File: config.mk
export PLATFORM = sky130hd
export DESIGN_NAME = sc_brg
export DESIGN_NICKNAME = d
export VERILOG_FILES = /design/src/rtl/sc_brg_pkg.sv /design/src/rtl/sc_brg_div.sv /design/src/rtl/sc_brg_presc.sv /design/src/rtl/sc_brg.sv
export SDC_FILE = /design/constraint.sdc
export NUM_CORES = 1
export LEC_CHECK = 0
export BUFFER_PORTS_ARGS = -buffer_cell sky130_fd_sc_hd__buf_2
export CAP_MARGIN = 20
export CELL_PAD_IN_SITES_DETAIL_PLACEMENT = 0
export CELL_PAD_IN_SITES_GLOBAL_PLACEMENT = 2
export CORE_ASPECT_RATIO = 0.9
export CORE_MARGIN = 2
export CORE_UTILIZATION = 38
export DETAILED_ROUTE_END_ITERATION = 8
export GPL_ROUTABILITY_DRIVEN = 0
export HOLD_SLACK_MARGIN = 0.02
export PLACE_DENSITY = 0.75
export SYNTH_ARGS = -nofsm -noshare
export SYNTH_HDL_FRONTEND = slang
export SYNTH_HIERARCHICAL = 1
export SYNTH_SLANG_ARGS = --single-unit
export TNS_END_PERCENT = 10
File: constraint.sdc
create_clock -name clk_i -period 2.4 [get_ports clk_i]
set_input_delay 0.48 -clock clk_i [delete_from_list [all_inputs] [get_ports clk_i]]
set_output_delay 0.48 -clock clk_i [all_outputs]
set_load 0.02 [all_outputs]
File: src/rtl/sc_brg_pkg.sv
package sc_brg_pkg;

    localparam int unsigned SC_DIV_W     = 8;
    localparam int unsigned SC_PRE_BASE  = 31;

    typedef enum logic {
        PRESC_LOW  = 1'b0,
        PRESC_HIGH = 1'b1
    } presc_mode_e;

    function automatic int unsigned presc_ratio(input int unsigned base, input logic high);
        return base + (high ? 1 : 0);
    endfunction

endpackage

File: src/rtl/sc_brg_div.sv
module sc_brg_div #(
    parameter int unsigned DIV_W = 8
) (
    input  logic             clk_i,
    input  logic             rst_ni,
    input  logic             run_i,
    input  logic             tick_i,
    input  logic [DIV_W-1:0] limit_i,
    output logic             term_o
);

    typedef struct packed {
        logic [DIV_W-1:0] cnt;
    } div_state_t;

    div_state_t cur_q, nxt_d;
    logic       term_d;

    always_comb begin
        nxt_d  = cur_q;
        term_d = run_i && tick_i && (cur_q.cnt == limit_i);
        if (!run_i) begin
            nxt_d.cnt = '0;
        end else if (tick_i) begin
            if (term_d) begin
                nxt_d.cnt = '0;
            end else begin
                nxt_d.cnt = DIV_W'(cur_q.cnt + 1'b1);
            end
        end
    end

    always_ff @(posedge clk_i or negedge rst_ni) begin
        if (!rst_ni) begin
            cur_q <= '0;
        end else begin
            cur_q <= nxt_d;
        end
    end

    assign term_o = term_d;

    // the count never passes the programmed limit
    p_div_bound_r9: assert property (@(posedge clk_i) disable iff (!rst_ni)
        cur_q.cnt <= limit_i);

    // no tick while running means the count holds
    p_div_hold_r6: assert property (@(posedge clk_i) disable iff (!rst_ni)
        (run_i && !tick_i) |=> $stable(cur_q.cnt));

    // disabled means cleared
    p_div_clear_r8: assert property (@(posedge clk_i) disable iff (!rst_ni)
        !run_i |=> (cur_q.cnt == '0));

endmodule

File: src/rtl/sc_brg_presc.sv
module sc_brg_presc #(
    parameter int unsigned BASE = 31
) (
    input  logic clk_i,
    input  logic rst_ni,
    input  logic run_i,
    input  logic step_i,
    input  logic high_i,
    output logic wrap_o,
    output logic half_o
);

    localparam int unsigned PRE_W = $clog2(BASE + 2);

    typedef struct packed {
        logic [PRE_W-1:0] cnt;
    } pre_state_t;

    pre_state_t       cur_q, nxt_d;
    logic [PRE_W-1:0] last_idx;
    logic [PRE_W-1:0] half_idx;
    logic             wrap_d;
    logic             half_d;

    always_comb begin
        last_idx = high_i ? PRE_W'(BASE) : PRE_W'(BASE - 1);
        half_idx = high_i ? PRE_W'((BASE + 1) / 2 - 1) : PRE_W'(BASE / 2 - 1);
        nxt_d    = cur_q;
        wrap_d   = run_i && step_i && (cur_q.cnt == last_idx);
        half_d   = run_i && step_i && (cur_q.cnt == half_idx);
        if (!run_i) begin
            nxt_d.cnt = '0;
        end else if (step_i) begin
            if (wrap_d) begin
                nxt_d.cnt = '0;
            end else begin
                nxt_d.cnt = PRE_W'(cur_q.cnt + 1'b1);
            end
        end
    end

    always_ff @(posedge clk_i or negedge rst_ni) begin
        if (!rst_ni) begin
            cur_q <= '0;
        end else begin
            cur_q <= nxt_d;
        end
    end

    assign wrap_o = wrap_d;
    assign half_o = half_d;

    // the prescaler count stays inside the selected ratio
    p_pre_bound_r3: assert property (@(posedge clk_i) disable iff (!rst_ni)
        cur_q.cnt <= last_idx);

    // the prescaler only moves on a first-stage terminal event
    p_pre_hold_r6: assert property (@(posedge clk_i) disable iff (!rst_ni)
        (run_i && !step_i) |=> $stable(cur_q.cnt));

endmodule

File: src/rtl/sc_brg.sv
module sc_brg
    import sc_brg_pkg::*;
#(
    parameter int unsigned DIV_W    = SC_DIV_W,
    parameter int unsigned PRE_BASE = SC_PRE_BASE
) (
    input  logic             clk_i,
    input  logic             rst_ni,
    input  logic             card_clk_en_i,
    input  logic             enable_i,
    input  logic [DIV_W-1:0] reload_i,
    input  logic             presc32_i,
    output logic             bit_stb_o,
    output logic             mid_stb_o
);

    typedef struct packed {
        logic [DIV_W-1:0] reload;
        presc_mode_e      mode;
        logic             bit_stb;
        logic             mid_stb;
    } top_state_t;

    top_state_t cur_q, nxt_d;
    logic       term;
    logic       wrap;
    logic       half;

    sc_brg_div #(
        .DIV_W (DIV_W)
    ) u_div (
        .clk_i   (clk_i),
        .rst_ni  (rst_ni),
        .run_i   (enable_i),
        .tick_i  (card_clk_en_i),
        .limit_i (cur_q.reload),
        .term_o  (term)
    );

    sc_brg_presc #(
        .BASE (PRE_BASE)
    ) u_pre (
        .clk_i  (clk_i),
        .rst_ni (rst_ni),
        .run_i  (enable_i),
        .step_i (term),
        .high_i (cur_q.mode == PRESC_HIGH),
        .wrap_o (wrap),
        .half_o (half)
    );

    always_comb begin
        nxt_d = cur_q;
        if (!enable_i || wrap) begin
            nxt_d.reload = reload_i;
            nxt_d.mode   = presc32_i ? PRESC_HIGH : PRESC_LOW;
        end
        nxt_d.bit_stb = wrap;
        nxt_d.mid_stb = half;
    end

    always_ff @(posedge clk_i or negedge rst_ni) begin
        if (!rst_ni) begin
            cur_q <= '0;
        end else begin
            cur_q <= nxt_d;
        end
    end

    assign bit_stb_o = cur_q.bit_stb;
    assign mid_stb_o = cur_q.mid_stb;

    // strobes last a single cycle
    p_bit_single_r5: assert property (@(posedge clk_i) disable iff (!rst_ni)
        bit_stb_o |=> !bit_stb_o);

    // mid and bit strobes never coincide
    p_strobe_excl_r4: assert property (@(posedge clk_i) disable iff (!rst_ni)
        !(bit_stb_o && mid_stb_o));

    // a strobe always follows a card clock tick
    p_strobe_tick_r6: assert property (@(posedge clk_i) disable iff (!rst_ni)
        (bit_stb_o || mid_stb_o) |-> $past(card_clk_en_i && enable_i));

    // no strobe after a disabled cycle
    p_quiet_off_r8: assert property (@(posedge clk_i) disable iff (!rst_ni)
        !enable_i |=> (!bit_stb_o && !mid_stb_o));

    // settings stay frozen inside a running period
    p_cfg_hold_r7: assert property (@(posedge clk_i) disable iff (!rst_ni)
        (enable_i && !wrap) |=> ($stable(cur_q.reload) && $stable(cur_q.mode)));

endmodule

==> results.json, run 1 <==
{
  "worstRegToRegCells": 7,
  "final-hold-violation-count": 0,
  "met3_usage_pct": 3.11,
  "area_growth_pct": 10.9,
  "startpoint": "u_div/cur_q[0]",
  "final_util_pct": 44.7,
  "ctsLongestPathBuffers": 2,
  "clock_skew_ns": 0.00331,
  "max_freq_ghz": 0.469,
  "p_switching_mw": 0.201,
  "cts_setup_buffers": 0,
  "htree_num_levels": 1,
  "period_needed_ns": 2.13,
  "cts_buffers": 3,
  "yosysTopAreaCellShare_pct": 45.3,
  "cts.sinks": 25,
  "synthCells": 122,
  "postRouteAntennaNets": 0,
  "vias_per_cell": 5.37,
  "met2_usage_pct": 23.8,
  "max_stage_delay_ns": 0.44,
  "power_density_mw_per_mm2": 528,
  "dr_total_vias": 972,
  "period_share_pct": 88.8,
  "fp.dieW_um": 67.6,
  "status": "complete, no violations",
  "grt_max_degree": 26,
  "syn_nets": 137,
  "crit_fanout": 9,
  "grt_usage_pct": 15.5,
  "rr_endpoint": "cur_q[3]",
  "async_flop_share_pct": 100,
  "use_met1_pct": 20.6,
  "leakagePower_nw": 0.716,
  "required_ns": 2.57,
  "synth_warnings": 6,
  "netSwitchingFraction_pct": 24.8,
  "yosys.area.top_type": "dfrtp_1",
  "num_io_pins": 15,
  "routedWlPerCell_um": 14.9,
  "arrival_ns": 2.30,
  "antenna_found_initial": 0,
  "core_mm2": 0.00343,
  "clock_latency_ns": 0.27,
  "crit_path_end_kind": "register",
  "yosysSeqAreaShare_pct": 45.3,
  "p_seq_share_pct": 56.8,
  "start_util_pct": 40.3,
  "clkPwrFrac_pct": 31.7,
  "final_nets": 153,
  "p_int_mw": 0.608,
  "syn_area_mm2": 0.00138,
  "cts_tree": "done",
  "startpoint_type": "register",
  "grt_pass1_vias": 969,
  "root_buffer": "clkbuf_8",
  "setup_viol": 0,
  "rows": 20,
  "grt_pass1_wl_um": 4610,
  "wl_um": 2700,
  "avgSynthCellArea_um2": 11.3,
  "synth-seq-cells": 25,
  "cts_hold_buf": 0,
  "dr.pass1.iters": 4,
  "reg2reg_from": "u_div/cur_q[0]",
  "synth_edf_count": 0,
  "io_buffers": 14,
  "path_clk_slew_ns": 0.09,
  "setup_tns_ns": 0,
  "dieArea_mm2": 0.00413,
  "rrSetupSlack_ns": 0.27,
  "hpwl_um": 2020,
  "rsz0062_at_grt": "false",
  "cp_slowest_cell": "dfrtp_1",
  "drive_gt1_share_pct": 29.2,
  "power.share.combinational_pct": 11.5,
  "antenna_cells": 0,
  "tightest_slew_ns": 0.605,
  "synth.distinct_cells": 39,
  "ir_drop_v": 0.000169,
  "drc_errors": 0,
  "slew_viol_final": 0,
  "cp_cell_sequence": "xor2_1 > nor4_2 > nand2_1 > nor2_1 > and4_2 > nand2b_4 > mux2_4",
  "cts_resized": 0,
  "die_y_um": 61.2,
  "top_usage_layer": "met2",
  "synthTopCellsByArea": "dfrtp_1 (45%), mux2_4 (9.8%), xor2_1 (5.7%), nand2_1 (3.5%), nand3_1 (3.3%)",
  "critical_path_class": "register to register",
  "cp-endpoint": "cur_q[3]",
  "drt_iter0_markers": 53,
  "relSlewSlack_pct": 59.6,
  "grt-ovfl-total": 0,
  "maxCapViolations": 0,
  "synth_ff_type": "dfrtp_1",
  "hp-class": "primary input to async pin"
}
-- cell type report --
type                    instances  area (um^2)
repair buffers                 16         85.1
flip-flops and latches         25          626
clock buffers                   4         45.0
well taps                      44         55.1
inverters                       1         3.75
multi-input cells              91          717
fillers                       357         1900
-- synthesized netlist by cell type, types with 2 or more instances --
library cell / count
ha_1: 2
o2bb2ai_1: 2
o21bai_1: 2
o21ai_0: 6
dfrtp_1: 25
nor3_1: 3
buf_1: 2
nand3_1: 9
nor2b_1: 3
nand4_1: 2
buf_6: 2
xor2_1: 9
nor2_1: 3
mux2_4: 9
nand2_1: 13
a211o_1: 3
nand2b_1: 3
nor3b_1: 2
nor4_2: 2
-- metrics by stage --
stage	worst slack [ns]	power, mW	hold slack, ns	cell area (um^2)	std cells
final	0.268	0.809	0.182	1530	181
after global routing	0.0956	0.856	0.232	1530	181
after CTS	0.238	0.824	0.201	1530	181
after detailed placement	0.271	0.564	0.510	1490	177
after global placement	0.335	0.560	0.502	1490	177
after floorplan	0.337	0.533	0.184	1380	122
-- worst max-delay path, delay by kind of cell, from the launching register on --
family                    cells  cell delay (ns)
muxes                         1             0.32
DFF                           1             0.44
and+or+nand+nor               5             1.07
xor gates and xnor gates      1             0.19
-- state kept, by name, indices dropped and copies added (netlist names) --
| signal | cells |
|---|---|
| cur_q | 9 |
| u_div/cur_q | 8 |
| u_pre/cur_q | 6 |
| bit_stb_o | 1 |
| mid_stb_o | 1 |
-- kinds of logic (layout without fill, tap and decap cells) --
| group | count (synthesis) | after routing | share of synthesized area [%] |
|---|---|---|---|
| simple gates | 48 | 48 | 20.8 |
| flops | 25 | 25 | 45.3 |
| compound gates | 20 | 20 | 11.1 |
| mux | 11 | 11 | 11.3 |
| xor+xnor | 10 | 10 | 6.88 |
| buf+inv | 6 | 21 | 2.81 |
| fa+ha+maj | 2 | 2 | 1.81 |
-- power by group through the flow --
stage          clock network, mW  logic, mW  registers (mW)
2_1_floorplan                  0     0.0700           0.463
6_report                   0.256     0.0931           0.460
5_1_grt                    0.287      0.105           0.463
3_5_place_dp                   0     0.0948           0.469
4_1_cts                    0.268     0.0952           0.460
3_3_place_gp                   0     0.0914           0.468
-- layer usage --
| layer | part of all wire, % | vias up |
|---|---|---|
| met5 | 0 | - |
| met4 | 2.2 | 0 |
| met3 | 4.6 | 5 |
| met2 | 42 | 22 |
| met1 | 51 | 472 |
| li1 | - | 473 |
-- cell usage in the layout (no fill, tap or decap), types with 2 or more instances in the layout --
cell type,synthesis,final
nor3b_1,2,2
xor2_1,9,9
nor4_2,2,2
nand2b_1,3,3
o21ai_0,6,6
nor2b_1,3,3
nand3_1,9,9
buf_4,0,2
nand2_1,13,13
o21bai_1,2,2
dfrtp_1,25,25
clkbuf_8,0,3
buf_2,1,14
o2bb2ai_1,2,2
nand4_1,2,2
ha_1,2,2
a211o_1,3,3
nor3_1,3,3
nor2_1,3,3
mux2_4,9,9
-- how the worst min path moves through the flow --
stage                                end  depth (start not counted)
after floorplan                bit_stb_o                          0
after global placement    u_pre/cur_q[3]                          1
after detailed placement       mid_stb_o                          1
after CTS                       cur_q[6]                          1
after global routing            cur_q[6]                          1
final                          mid_stb_o                          1
Power figures use the tool's default switching activity.
==> run 2, diff against run 1 <==
Settings changed: CORE_MARGIN 2 to unset, REMOVE_ABC_BUFFERS set to 1.
==> results.json, run 2 (same netlist as run 1, synthesis figures left out) <==
{
  "final_cell_area_mm2": 0.00153,
  "power_density_mw_per_mm2": 521,
  "met2_usage_pct": 21.5,
  "grt_pass1_vias": 885,
  "rows": 20,
  "die_y_um": 59.2,
  "maxCapViolations": 0,
  "hpwl_um": 1810,
  "largestRegisters": "cur_q (9), u_div/cur_q (8), u_pre/cur_q (6)",
  "dieArea_mm2": 0.00388,
  "critical_path_class": "register to register",
  "arrival_ns": 2.25,
  "rsz0062_at_grt": "false",
  "met3_usage_pct": 4.62,
  "root_buffer": "clkbuf_8",
  "top_register": "cur_q",
  "cts_tree": "done",
  "period_needed_ns": 2.10,
  "period_share_pct": 87.5,
  "slew_viol_final": 0,
  "path_clk_slew_ns": 0.09,
  "hp-class": "primary input to async pin",
  "finalPower_mw": 0.798,
  "required_ns": 2.55,
  "postRouteAntennaNets": 0,
  "p_seq_share_pct": 57.6,
  "drive_gt1_share_pct": 29.9,
  "tightest_slew_ns": 0.641,
  "io_buffers": 14,
  "use_met1_pct": 22.5,
  "power.share.combinational_pct": 11.5,
  "grt_max_degree": 26,
  "fp.dieW_um": 65.6,
  "setup_tns_ns": 0,
  "ctsLongestPathBuffers": 2,
  "vias_per_cell": 5.20,
  "cts_resized": 0,
  "largest_register_ffs": 9,
  "cts_hold_buf": 0,
  "startpoint_type": "register",
  "crit_fanout": 9,
  "netSwitchingFraction_pct": 24.2,
  "htree_num_levels": 1,
  "clock_latency_ns": 0.27,
  "relSlewSlack_pct": 57.2,
  "final_common_cell": "dfrtp_1",
  "final_util_pct": 44.7,
  "cts_setup_buffers": 0,
  "core_mm2": 0.00343,
  "grt_usage_pct": 15.2,
  "p_int_mw": 0.605,
  "antenna_cells": 0,
  "path_buf_inv": 0,
  "layout_common_cells": "dfrtp_1 (25), buf_2 (14), nand2_1 (13)",
  "cp_cell_sequence": "xor2_1 > nor4_2 > nand2_1 > nor2_1 > and4_2 > nand2b_4 > mux2_4",
  "dp_cells": 177,
  "p_switching_mw": 0.193,
  "final-hold-violation-count": 0,
  "grt-ovfl-total": 0,
  "antenna_found_initial": 0,
  "clkPwrFrac_pct": 30.8,
  "cts_buffers": 3,
  "leakagePower_nw": 0.719,
  "max_stage_delay_ns": 0.44,
  "cp_slowest_cell": "dfrtp_1",
  "top_usage_layer": "met1",
  "final_nets": 153,
  "start_util_pct": 40.3,
  "wl_um": 2470,
  "placed_area_mm2": 0.00149,
  "setup_viol": 0,
  "critPathTopFamily": "simple AND/OR/NAND/NOR gates",
  "status": "complete, no violations",
  "final_cells": 181,
  "dr_total_vias": 941,
  "max_freq_ghz": 0.476,
  "num_io_pins": 15,
  "dr.pass1.iters": 4,
  "area_growth_pct": 11.0,
  "crit_path_end_kind": "register",
  "clock_skew_ns": 0.00718,
  "routedWlPerCell_um": 13.6,
  "grt_pass1_wl_um": 4350,
  "cts.sinks": 25,
  "drc_errors": 0,
  "ir_drop_v": 0.000253,
  "drt_iter0_markers": 51
}
[run 2: cell types whose count changed in the layout (fill, tap and decap cells not counted)]
cell and delta:
clkbuf_1 -1, clkinv_2 +1
[run 2: path summary, 6_finish.rpt]
| kind | start | to | slack (ns) | cells past startpoint |
|---|---|---|---|---|
| max reg2reg | u_div/cur_q[0] | cur_q[10] | 0.30 | 7 |
| max | u_div/cur_q[0] | cur_q[10] | 0.30 | 7 |
| max in group asynchronous | rst_ni | u_pre/cur_q[1] | 1.84 | 1 |
| min reg2reg | u_pre/cur_q[4] | mid_stb_o | 0.55 | 1 |
| min | rst_ni | u_pre/cur_q[3] | 0.19 | 1 |
| min in group clk_i | presc32_i | cur_q[2] | 0.44 | 2 |
[run 2: layer usage]
metal	vias to the layer above	routed length, um
met4	0	16
met5	-	0
met1	451	1340
li1	468	-
met3	2	104
met2	20	1010
[run 2: cell type report]
type | count | area (um^2)
Sequential cell | 25 | 626
Inverter | 1 | 3.75
Clock buffer | 3 | 41.3
Fill cell | 338 | 1900
Timing Repair Buffer | 16 | 85.1
Tap cell | 44 | 55.1
Clock inverter | 1 | 5.00
Multi-Input combinational cell | 91 | 717
[run 2: per-stage QoR]
stage / hold WS [ns] / setup WS (ns)
final: 0.187 / 0.299
after global routing: 0.234 / 0.166
after CTS: 0.205 / 0.290
after detailed placement: 0.509 / 0.308
after global placement: 0.503 / 0.331
after floorplan: 0.184 / 0.221
[run 2: power groups by stage]
stage	sequential, mW	combinational, mW	clock (mW)
floorplan	0.463	0.0638	0
global placement	0.468	0.0911	0
detailed placement	0.469	0.0935	0
CTS	0.461	0.0936	0.261
global route	0.464	0.103	0.280
finish	0.460	0.0920	0.246
==> run 3, diff against run 2 <==
Settings changed: SETUP_SLACK_MARGIN set to 0.4.
==> results.json, run 3 (same netlist as run 1, synthesis figures left out) <==
{
  "status": "complete, no violations",
  "dr_total_vias": 975,
  "setup_viol": 0,
  "crit_path_end_kind": "register",
  "start_util_pct": 40.3,
  "rsz0062_at_grt": "true",
  "final_common_cell": "dfrtp_1",
  "final_nets": 157,
  "final-hold-violation-count": 0,
  "holdWs_ns": 0.187,
  "wl_um": 2580,
  "fp.dieW_um": 65.6,
  "relSlewSlack_pct": 58.0,
  "rows": 20,
  "core_mm2": 0.00343,
  "die_y_um": 59.2,
  "required_ns": 2.55,
  "leakagePower_nw": 0.740,
  "dieArea_mm2": 0.00388,
  "layout_common_cells": "dfrtp_1 (24), buf_2 (14), nand2_1 (13)",
  "clock_skew_ns": 0.00774,
  "root_buffer": "clkbuf_8",
  "cts_buffers": 3,
  "antenna_found_initial": 0,
  "worstRegToRegCells": 7,
  "drt_iter0_markers": 51,
  "path_clk_slew_ns": 0.09,
  "cts_tree": "done",
  "grt_usage_pct": 15.6,
  "period_share_pct": 83.6,
  "grt_pass1_vias": 889,
  "startpoint_type": "register",
  "postRouteAntennaNets": 0,
  "arrival_ns": 2.16,
  "rrSetupSlack_ns": 0.39,
  "grt_pass1_wl_um": 4440,
  "maxCapViolations": 0,
  "vias_per_cell": 5.27,
  "drive_gt1_share_pct": 34.0,
  "grt-ovfl-total": 0,
  "drc_errors": 0,
  "final_util_pct": 46.4,
  "setup_tns_ns": 0,
  "nFillCells": 336,
  "grt_max_degree": 26,
  "slew_viol_final": 0,
  "power_density_mw_per_mm2": 512,
  "cp-endpoint": "cur_q[10]",
  "cts.sinks": 25,
  "startpoint": "cur_q[4]",
  "routedWlPerCell_um": 14.0,
  "io_buffers": 14,
  "period_needed_ns": 2.01,
  "num_io_pins": 15,
  "reg2reg_from": "cur_q[4]",
  "clock_latency_ns": 0.27,
  "antenna_cells": 0,
  "hpwl_um": 1810,
  "tightest_slew_ns": 0.629,
  "cts_hold_buf": 0,
  "top_register": "cur_q",
  "hp-class": "primary input to async pin",
  "largestRegisters": "cur_q (9), u_div/cur_q (8), u_pre/cur_q (6)",
  "critical_path_class": "register to register",
  "max_freq_ghz": 0.498,
  "crit_fanout": 5,
  "htree_num_levels": 1,
  "rr_endpoint": "cur_q[10]",
  "ctsLongestPathBuffers": 2,
  "ir_drop_v": 0.000252,
  "largest_register_ffs": 9,
  "dr.pass1.iters": 4,
  "area_growth_pct": 15.1
}
-- run 3: worst min-delay path by stage --
stage	startpoint	end	depth (start not counted)	slack, ns
after floorplan	rst_ni	bit_stb_o	0	0.18
after global placement	rst_ni	u_pre/cur_q[5]	1	0.50
after detailed placement	rst_ni	u_pre/cur_q[5]	1	0.51
after CTS	rst_ni	mid_stb_o	1	0.21
after global routing	rst_ni	u_pre/cur_q[5]	1	0.23
final	rst_ni	u_pre/cur_q[3]	1	0.19
-- run 3: repair_timing --
item | in CTS | in global routing
gates cloned | 1 | 0
pin swaps | 1 | 3
setup buffers | 1 | 2
endpoints found under the setup margin | 9 | 12
gates resized for setup | 2 | 4
-- run 3: critical path, stage by stage (launching register included) --
cell      delay [ns]
dfrtp_1         0.42
xor2_2          0.20
nor4_4          0.33
nand2_1         0.10
nor2_2          0.13
and4_4          0.23
nand2b_4        0.18
mux2_4          0.31
-- run 3: per-layer routing --
layer	GRT usage, %	up-vias	share of wire (%)
li1	-	476	-
met1	23.3	472	53
met2	21.8	25	42
met3	4.62	2	4.6
met4	3.73	0	0.62
met5	0	-	0
-- run 3: area by class of cell --
class / count / area (um^2) / area share (%)
clock buffers: 3 / 41.3 / 2.60
clock inverters: 1 / 5.00 / 0.315
well taps: 44 / 55.1 / 3.46
flip-flops and latches: 25 / 627 / 39.4
inverters: 1 / 3.75 / 0.236
repair buffers: 19 / 108 / 6.77
multi-input cells: 92 / 751 / 47.2
-- run 3: where the power goes --
part / total [mW] / switching [mW] / leakage (nW) / internal (mW)
sequential: 0.460 / 0.0193 / 0.326 / 0.441
clock: 0.247 / 0.131 / 0.0255 / 0.116
combinational: 0.108 / 0.0512 / 0.389 / 0.0567
total: 0.815 / 0.201 / 0.740 / 0.614
-- run 3: metrics by stage --
stage	worst slack, ns	cells	area (um^2)	power [mW]
after floorplan	0.221	117	1350	0.526
after global placement	0.331	177	1490	0.560
after detailed placement	0.308	177	1490	0.563
after CTS	0.360	183	1560	0.820
after global routing	0.296	185	1590	0.863
final	0.392	185	1590	0.815
